<file path="config.mk">
export PLATFORM = sky130hd
export DESIGN_NAME = adc_sample_clkdiv
export DESIGN_NICKNAME = d
export VERILOG_FILES = /design/src/rtl/adc_clkdiv_pkg.sv /design/src/rtl/clkdiv_count_stage.sv /design/src/rtl/clkdiv_conv_strobe.sv /design/src/rtl/adc_sample_clkdiv.sv
export SDC_FILE = /design/constraint.sdc
export NUM_CORES = 1
export LEC_CHECK = 0
export BUFFER_PORTS_ARGS = -buffer_cell sky130_fd_sc_hd__buf_2
export CAP_MARGIN = 40
export CORE_ASPECT_RATIO = 0.6
export CORE_MARGIN = 3
export CORE_UTILIZATION = 35
export CTS_BUF_LIST = sky130_fd_sc_hd__clkbuf_16
export DETAILED_ROUTE_END_ITERATION = 7
export PLACE_DENSITY = 0.62
export SYNTH_ARGS = -nofsm -noshare
export SYNTH_HDL_FRONTEND = slang
export SYNTH_SLANG_ARGS = --single-unit
export TNS_END_PERCENT = 5
</file>
<file path="constraint.sdc">
create_clock -name clk -period 2.7 [get_ports clk]
set_input_delay 0.27 -clock clk [delete_from_list [all_inputs] [get_ports clk]]
set_output_delay 0.27 -clock clk [all_outputs]
set_load 0.02 [all_outputs]
</file>
<file path="src/rtl/adc_clkdiv_pkg.sv">
package adc_clkdiv_pkg;
  localparam int REG_W      = 32;
  localparam int PRE_W      = 15;
  localparam int PRE_LSB    = 17;
  localparam int LEG_SC_W   = 10;
  localparam int WIDE_SC_W  = 16;
  localparam int CONV_TICKS = 12;

  typedef struct packed {
    logic [PRE_W-1:0]     pre;
    logic [WIDE_SC_W-1:0] scl;
  } div_cfg_t;

  function automatic div_cfg_t decode_cfg(input logic [REG_W-1:0] word,
                                          input logic single);
    div_cfg_t c;
    if (single) begin
      c.pre = '0;
      c.scl = word[WIDE_SC_W-1:0];
    end else begin
      c.pre = word[PRE_LSB +: PRE_W];
      c.scl = {{(WIDE_SC_W-LEG_SC_W){1'b0}}, word[LEG_SC_W-1:0]};
    end
    return c;
  endfunction
endpackage

</file>
<file path="src/rtl/clkdiv_count_stage.sv">
module clkdiv_count_stage #(
  parameter int W = 16
) (
  input  logic         clk,
  input  logic         rst_n,
  input  logic         en_i,
  input  logic [W-1:0] limit_i,
  output logic         tick_o
);
  logic [W-1:0] cnt_q;

  assign tick_o = en_i && (cnt_q == limit_i);

  always_ff @(posedge clk) begin
    if (!rst_n)       cnt_q <= '0;
    else if (tick_o)  cnt_q <= '0;
    else if (en_i)    cnt_q <= cnt_q + 1'b1;
  end

  AST_CNT_IN_RANGE: assert property (@(posedge clk) disable iff (!rst_n)
    cnt_q <= limit_i);
endmodule

</file>
<file path="src/rtl/clkdiv_conv_strobe.sv">
module clkdiv_conv_strobe #(
  parameter int N = 12
) (
  input  logic clk,
  input  logic rst_n,
  input  logic en_i,
  output logic strobe_o
);
  localparam int CW = (N > 1) ? $clog2(N) : 1;
  localparam logic [CW-1:0] LAST = CW'(N - 1);
  logic [CW-1:0] cnt_q;

  assign strobe_o = en_i && (cnt_q == LAST);

  always_ff @(posedge clk) begin
    if (!rst_n)         cnt_q <= '0;
    else if (strobe_o)  cnt_q <= '0;
    else if (en_i)      cnt_q <= cnt_q + 1'b1;
  end

  AST_CONV_CNT_RANGE: assert property (@(posedge clk) disable iff (!rst_n)
    cnt_q <= LAST);
endmodule

</file>
<file path="src/rtl/adc_sample_clkdiv.sv">
module adc_sample_clkdiv
  import adc_clkdiv_pkg::*;
#(
  parameter int CONV_N = CONV_TICKS
) (
  input  logic             clk,
  input  logic             rst_n,
  input  logic             mode_single,
  input  logic             reg_wr_en,
  input  logic [REG_W-1:0] reg_wdata,
  output logic [REG_W-1:0] reg_rdata,
  output logic             adc_tick,
  output logic             sample_strobe
);
  logic [REG_W-1:0] ctrl_q;
  div_cfg_t         act_q;
  logic             half_tick;
  logic             pre_tick;

  always_ff @(posedge clk) begin
    if (!rst_n)         ctrl_q <= '0;
    else if (reg_wr_en) ctrl_q <= reg_wdata;
  end
  assign reg_rdata = ctrl_q;

  always_ff @(posedge clk) begin
    if (!rst_n)        act_q <= '0;
    else if (adc_tick) act_q <= decode_cfg(ctrl_q, mode_single);
  end

  clkdiv_count_stage #(.W(1)) half_i (
    .clk(clk), .rst_n(rst_n), .en_i(1'b1), .limit_i(1'b1), .tick_o(half_tick));

  clkdiv_count_stage #(.W(PRE_W)) pre_i (
    .clk(clk), .rst_n(rst_n), .en_i(half_tick), .limit_i(act_q.pre), .tick_o(pre_tick));

  clkdiv_count_stage #(.W(WIDE_SC_W)) scl_i (
    .clk(clk), .rst_n(rst_n), .en_i(pre_tick), .limit_i(act_q.scl), .tick_o(adc_tick));

  clkdiv_conv_strobe #(.N(CONV_N)) conv_i (
    .clk(clk), .rst_n(rst_n), .en_i(adc_tick), .strobe_o(sample_strobe));

  AST_TICK_ONE_CYCLE: assert property (@(posedge clk) disable iff (!rst_n)
    adc_tick |=> !adc_tick);
  AST_STROBE_ON_TICK: assert property (@(posedge clk) disable iff (!rst_n)
    sample_strobe |-> adc_tick);
  AST_CFG_HELD: assert property (@(posedge clk) disable iff (!rst_n)
    !$past(adc_tick) |-> $stable(act_q));
  AST_HALF_ALT: assert property (@(posedge clk) disable iff (!rst_n)
    half_tick |=> !half_tick);
endmodule

</file>
==> results of run 1 <==
[power breakdown]
group          internal, mW  leakage (nW)  switching (mW)
registers              1.52         0.805          0.0594
logic                 0.217          1.08           0.500
clock network         0.649         0.138           0.605
total                  2.39          2.02            1.16
[layer usage]
layer / up-vias / track usage, % / share of wire, %
met2: 130 / 20.49 / 37
met5: - / 0 / 0
met1: 1715 / 25.33 / 53
met4: 0 / 3.960 / 0.97
li1: 1817 / - / -
met3: 9 / 4.889 / 8.3
[cells in the final DEF (no fill, tap or decap), types with 3 or more instances in the layout]
cell and count:
nor3_1 3, nor4_1 4, inv_8 3, ha_1 3, xor2_1 25, o31ai_1 9, o21ai_0 40, and4_1 3
and3_1 3, buf_2 69, dfxtp_1 99, inv_1 4, or4_1 6, mux2i_1 33, clkbuf_16 9, buf_4 10
nand3_1 19, nand4_1 22, or3_1 6, nand2_1 15, xnor2_1 21, nor2_1 54, a21oi_1 47, or4_4 3
nand4b_1 16
[cell type report]
cell class / instances / area share, %
tap: 160 / 3.929
multi-input combinational: 340 / 42.83
sequential: 99 / 38.90
inverter: 5 / 0.3684
clock inverter: 7 / 1.302
timing repair buffer: 79 / 8.251
clock buffer: 9 / 4.420
[kinds of logic after synthesis]
group | count (synthesis) | synth area share (%)
AOI/OAI and AO/OA | 100 | 12.41
xor gates and xnor gates | 46 | 9.312
DFF | 99 | 45.81
buffers and inverters | 41 | 3.962
and+or+nand+nor | 158 | 20.01
adders and majority gates | 3 | 0.8676
muxes | 33 | 7.635
[through the flow]
stage	area (µm²)	total power, mW	hold WS, ps
floorplan	4327	2.082	416.9
global placement	4803	2.315	472.2
detailed placement	4803	2.327	479.8
CTS	5095	3.579	144.4
global route	5095	3.704	157.8
finish	5095	3.552	152.4
[sequential cells by signal, indices dropped and copies added, names as in the netlist]
register and count:
scl_i.cnt_q 16, act_q 31, half_i.cnt_q 1, conv_i.cnt_q 4, pre_i.cnt_q 15, reg_rdata 32
[how the worst min path moves through the flow]
stage / start / endpoint / slack, ps / cells after the start
2_1_floorplan: rst_n / conv_i.cnt_q[3] / 420 / 1
3_3_place_gp: reg_rdata[16] / reg_rdata[16] / 470 / 2
3_5_place_dp: reg_rdata[16] / reg_rdata[16] / 480 / 2
4_1_cts: reg_wdata[8] / reg_rdata[8] / 140 / 3
5_1_grt: reg_wdata[19] / reg_rdata[19] / 160 / 3
6_report: reg_wdata[29] / reg_rdata[29] / 150 / 3
[worst max-delay path, delay by kind of cell, from the launching register on]
family | cells | cell delay, ps
simple gates | 4 | 970
flops | 1 | 490
buf+inv | 1 | 180
xor+xnor | 1 | 120
==> results.md, run 1 <==
* # nets final at 573
* Cts hold-fix bufs at 0
* Antenna violations before repair at 0
* Syn Area/Cell at between 9 and 10 µm²
* Worst-Margin Slew at a little over 900 ps
* Root Buffer: clkbuf_16
* Slew Limit Fails at 0
* RSZ-0062 raised after global routing: no
* Post-synthesis sequential area ratio at ~46%
* Via count at around 3700
* Grt ovf at 0
* Final setup skew at 7.151 ps
* Critical path type: reg2out
* Commonest register cell after synthesis: dfxtp_1
* First-pass GRT wire length at between 15 and 20 mm
* CTS Sinks at 99
* Tcrit/Tclk final at between 80% and 90%
* Share of layout cells above drive strength 1 at around a fifth
* Placed insts at 683
* CTS max path bufs at 2
* Ys Warns at 0
* Die area at 13780 µm²
* Required time of the critical path at between 2000 and 2500 ps
* Final setup violation count at 0
* FFs w/ async S/R, synth at 0%
* Initial Util at 37.06%
* Peak VDD IR at between 0.0003 and 0.0004 V
* Flip-flop and latch area at around 2000 µm²
* Vias in the first global route at 3414
* Reg2Reg Depth at 5
* Hold Fails Final Rpt at 0
* Post-Layout Cell Count at about 700
* Synth top area share at a little under half
* Run status: completed
* Synth cell count leaders: 99 x dfxtp_1, 54 x nor2_1, 47 x a21oi_1, 40 x o21ai_0, 33 x mux2i_1
* Cell area after synthesis at between 4000 and 5000 µm²
* Detailed Route WL at between 10 and 15 mm
* Crit path launch: scl_i.cnt_q[3]
* WP data arrival at 2120 ps
* Peak Freq at around 420 MHz
* Die H at approximately 92 µm
* Post-synthesis cell count at between 400 and 500
* Syn_nets at around 520
* # Max-Cap Violations at 0
* Core Region at about 12000 µm²
* Critical path, cell by cell: xor2_1 -> nor4_1 -> and4_1 -> nand2_1 -> nor2_1 -> buf_2
* I/O Buffers at 69
* Fin worst setup slack at between 300 and 400 ps
* Number of synthesized flops with an enable pin at 0
* CP max FO at 8
* FF-to-FF setup slack at approximately 360 ps
* R2R Path End: scl_i.cnt_q[8]
* CTS tree: built
* DRT Pass-1 Iters at 5
* Biggest area consumer among synthesized cells: dfxtp_1
* Reg2reg start: pre_i.cnt_q[8]
* CTS buffer count at 9
* Htree depth at 3
* Die Span X at about 150 µm
* Post-route ant nets at 0
* Clock slew at reported path FFs at 70 ps
* Setup total negative slack at 0 ps
* Worst-Skew Late Latency at ~350 ps
* Hold Path Class: in2reg
* DRT iter0 DRCs at 265
* Largest cells by area after synthesis: dfxtp_1 46%, mux2i_1 7.6%, a21oi_1 5.4%
* GR Util All Layers at between 15 and 20%
* Post-placement setup slack at 364.0 ps
* Area delta synth->final at 17.76%
* Diodes inserted at 0
* Most frequent cell after synthesis: dfxtp_1
* Worst slew margin at approximately two fifths
* Post-CTS Setup Repair Bufs at 0
* CP Capture Type: output pin
* Ports at 70
* Largest net degree at the start of global routing at 47
* CP Launch Type: register
* RePlAce Congestion at about 0.83
* Worst Setup EP: sample_strobe
* Final routed DRC violation total at 0
* Row Count at 30
* Final Util at 43.64%
* CP max stage delay at slightly below 500 ps
* Tmin final at roughly 2400 ps
* HPWL Detailed at slightly below 8 mm
* Drt wl/cell at ~15 µm
* Cell variety after synth at 32
* Multi-input logic area at ~2200 µm²
* Critical-path top delay cell: dfxtp_1
* Power Density at 697.1 nW/µm²
* PostCTS Resize Cnt at 0
* Vias per cell at ~5.3
* Synth Register Bits at 99
* Layout fillers at 1147
* Pleak at between 2 and 2.5 nW
Power figures use the tool's default switching activity.
==> run 2: changes to the inputs <==
--- a/config.mk
+++ b/config.mk
@@ -5,6 +5,7 @@
 export SDC_FILE = /design/constraint.sdc
 export NUM_CORES = 1
 export LEC_CHECK = 0
+export ABC_AREA = 1
 export BUFFER_PORTS_ARGS = -buffer_cell sky130_fd_sc_hd__buf_2
 export CAP_MARGIN = 40
 export CORE_ASPECT_RATIO = 0.6
@@ -12,7 +13,7 @@
 export CORE_UTILIZATION = 35
 export CTS_BUF_LIST = sky130_fd_sc_hd__clkbuf_16
 export DETAILED_ROUTE_END_ITERATION = 7
-export PLACE_DENSITY = 0.62
+export PLACE_DENSITY = 0.61
 export SYNTH_ARGS = -nofsm -noshare
 export SYNTH_HDL_FRONTEND = slang
 export SYNTH_SLANG_ARGS = --single-unit
==> results.md, run 2 <==
* Run status: completed
* Largest net degree at the start of global routing at 42 (-11%)
* Setup total negative slack at 0 ps (unchanged)
* Most frequent cell after synthesis: nand2_1
* Core Region at 13290 µm² (+14%)
* Synth Area in Compound Gates at 10.23% (-2.2 points)
* Root Buffer: clkbuf_16
* I/O Buffers at 69 (unchanged)
* Final routed DRC violation total at 0 (unchanged)
* Grt ovf at 0 (unchanged)
* WP buf/inv at 2 (+1)
* Number of synthesized flops with an enable pin at 0 (unchanged)
* WP data arrival at 2010 ps (-110 ps)
* Fin worst setup slack at 417.0 ps (+102.1 ps)
* Critical path, cell by cell: inv_2 -> nand2_1 -> nand4_1 -> nor2_1 -> nand2_1 -> nor2_1 -> nand2_1 -> nor2_1 -> buf_2
* Cts hold-fix bufs at 0 (unchanged)
* Synth Register Bits at 99 (unchanged)
* Layout fillers at 1454 (+27%)
* Htree depth at 3 (unchanged)
* CTS max path bufs at 2 (unchanged)
* Cell variety after synth at 33 (+3.1%)
* Final setup skew at 7.256 ps (+0.1058 ps)
* DRT Pass-1 Iters at 5 (unchanged)
* Cell area after synthesis at 4940 µm² (+14%)
* Post-synthesis cell count at 758 (+58%)
* Hold Path Class: in2reg
* Hold Fails Final Rpt at 0 (unchanged)
* CTS tree: built
* Reg2Reg Depth at 10 (+5)
* Area delta synth->final at 15.55%
* CP max stage delay at 490 ps (about the same)
* Power Density at 679.0 nW/µm² (-2.6%)
* Post-CTS Setup Repair Bufs at 0 (unchanged)
* GR Util All Layers at 17.30% (+1.3 points)
* Most frequent cells in the layout: 176 x nand2_1, 172 x nor2_1, 99 x dfxtp_1
* Worst hold endpoint: reg_rdata[6]
* Via count at 4653 (+27%)
* CP max FO at 6 (-2)
* # nets final at 858 (+50%)
* Commonest register cell after synthesis: dfxtp_1
* CTS buffer count at 9 (unchanged)
* Critical-path top delay cell: dfxtp_1
* Worst-Margin Slew at 578.5 ps (-328.7 ps)
* Syn_nets at 797 (+54%)
* Peak VDD IR at 0.0003476 V (+5.8%)
* Post-Synth Simple-Gate Area at 35.61% (+16 points)
* PostCTS Resize Cnt at 0 (unchanged)
* Detailed Route WL at 13.15 mm (+22%)
* Largest delay contributor family on the critical path: simple AND/OR/NAND/NOR gates
* Syn Area/Cell at 6.517 µm² (-28%)
* Post-route ant nets at 0 (unchanged)
* Xor and xnor fraction of the mapped netlist area at 3.369% (-5.9 points)
* R2R Path End: pre_i.cnt_q[0]
* FF-to-FF setup slack at 490 ps (+130 ps)
* Post-placement setup slack at 513.0 ps (+149.0 ps)
* FFs w/ async S/R, synth at 0% (unchanged)
* Clock slew at reported path FFs at 70 ps (about the same)
* Commonest non-fill, non-tap cell in the layout: nand2_1
* Synth cell count leaders: 176 x nand2_1, 172 x nor2_1, 99 x dfxtp_1, 79 x inv_1, 63 x o21ai_0
* Tmin final at 2283 ps (-102.1 ps)
* Drt wl/cell at 13.03 µm (-16%)
* Critical path type: reg2out
* Post-synthesis adder-cell area fraction at 0.7599% (-0.11 points)
* Mux contribution to synthesized area at 0% (-7.6 points)
* Synth top area share at 40.12% (-5.7 points)
* Worst slew margin at 61.08% (+22 points)
* CP Launch Type: register
* Largest cells by area after synthesis: dfxtp_1 40%, nand2_1 13%, nor2_1 13%
* RSZ-0062 raised after global routing: no
* Row Count at 32 (+6.7%)
* # Max-Cap Violations at 0 (unchanged)
* Final std cell area, no fill at 5708 µm² (+12%)
* Worst hold stages at 3 (unchanged)
* Die area at 15620 µm² (+13%)
* Peak Freq at 438.0 MHz (+4.5%)
* Reg2reg start: pre_i.cnt_q[4]
* Dpl cell area at 5420 µm² (+13%)
* Slew Limit Fails at 0 (unchanged)
* CP Capture Type: output pin
* Initial Util at 37.16% (+0.098 points)
* Vias in the first global route at 4103 (+20%)
* Die H at 98.02 µm (+6.4%)
* Vias per cell at 4.611 (-12%)
* Tcrit/Tclk final at 84.55% (-3.8 points)
* HPWL Detailed at 9.959 mm (+25%)
* Pleak at 2.535 nW (+25%)
* Hold Crit Start: reg_wdata[6]
* RePlAce Congestion at 0.9083 (+10%)
* WP depth at 9 (+3)
* Biggest area consumer among synthesized cells: dfxtp_1
* Diodes inserted at 0 (unchanged)
* Ports at 70 (unchanged)
* Ys Warns at 0 (unchanged)
* Share of layout cells above drive strength 1 at 13.75% (-5.5 points)
* DRT iter0 DRCs at 330 (+25%)
* Worst-Skew Late Latency at 350 ps (about the same)
* Largest family of logic cells by synthesized area: simple AND/OR/NAND/NOR gates
* Required time of the critical path at 2430 ps (about the same)
* Final setup violation count at 0 (unchanged)
* First-pass GRT wire length at 21.76 mm (+24%)
* Post-synthesis sequential area ratio at 40.12% (-5.7 points)
* CTS Sinks at 99 (unchanged)
* Max reg flops at 32 (unchanged)
* Antenna violations before repair at 0 (unchanged)
* Die Span X at 159.4 µm (+6.6%)
==> run 2: how the worst max path moves through the flow <==
stage / start / to / slack, ps
floorplan: pre_i.cnt_q[0] / sample_strobe / 1010
global placement: pre_i.cnt_q[4] / pre_i.cnt_q[0] / 470
detailed placement: pre_i.cnt_q[4] / pre_i.cnt_q[0] / 510
CTS: scl_i.cnt_q[10] / sample_strobe / 460
global route: pre_i.cnt_q[2] / sample_strobe / 210
finish: pre_i.cnt_q[4] / sample_strobe / 420
==> run 2: power breakdown <==
part | total [mW] | switching (mW) | leakage [nW] | internal [mW]
clock | 1.30 | 0.582 | 0.134 | 0.715
sequential | 1.66 | 0.0972 | 0.809 | 1.56
combinational | 0.921 | 0.609 | 1.59 | 0.311
total | 3.88 | 1.29 | 2.54 | 2.59
==> run 2: logic make-up (layout without fill, tap and decap cells) <==
logic type               Yosys count  in the layout
flip-flops                        99             99
adder cells (fa/ha/maj)            3              3
AO/OA/AOI/OAI                     98             98
buffers and inverters            115            179
AND/OR/NAND/NOR                  424            424
XOR/XNOR                          19             19
==> run 2: cell type report <==
class | instances | area (µm²) | area share, %
multi-input combinational | 544 | 2469 | 43.25
clock inverter | 5 | 62.56 | 1.096
sequential | 99 | 1982 | 34.72
inverter | 88 | 330.3 | 5.787
tap | 187 | 234.0 | 4.099
clock buffer | 9 | 225.2 | 3.946
timing repair buffer | 77 | 405.4 | 7.102
==> run 2: stage by stage <==
| step | power (mW) | hold slack (ps) | instances | utilization (%) |
|---|---|---|---|---|
| after CTS | 3.896 | 128.5 | 1009 | 42.94 |
| after global placement | 2.600 | 467.3 | 995 | 40.78 |
| after floorplan | 2.383 | 404.9 | 758 | - |
| after detailed placement | 2.604 | 466.7 | 995 | 40.78 |
| after global routing | 4.112 | 128.3 | 1009 | 42.94 |
| final | 3.876 | 135.4 | 1009 | 42.94 |
==> run 2: routing by layer <==
metal / track usage (%) / share of wire [%] / routed length [µm]
met3: 6.528 / 10 / 1340
met1: 28.93 / 58 / 7610
met4: 4.237 / 1.0 / 133
met5: 0 / 0 / 0
met2: 19.17 / 31 / 4067
==> run 2: tightest hold or removal path: cells and delay by family <==
kind / cells / cell delay (ps)
and+or+nand+nor: 2 / 110
buffers and inverters: 1 / 70
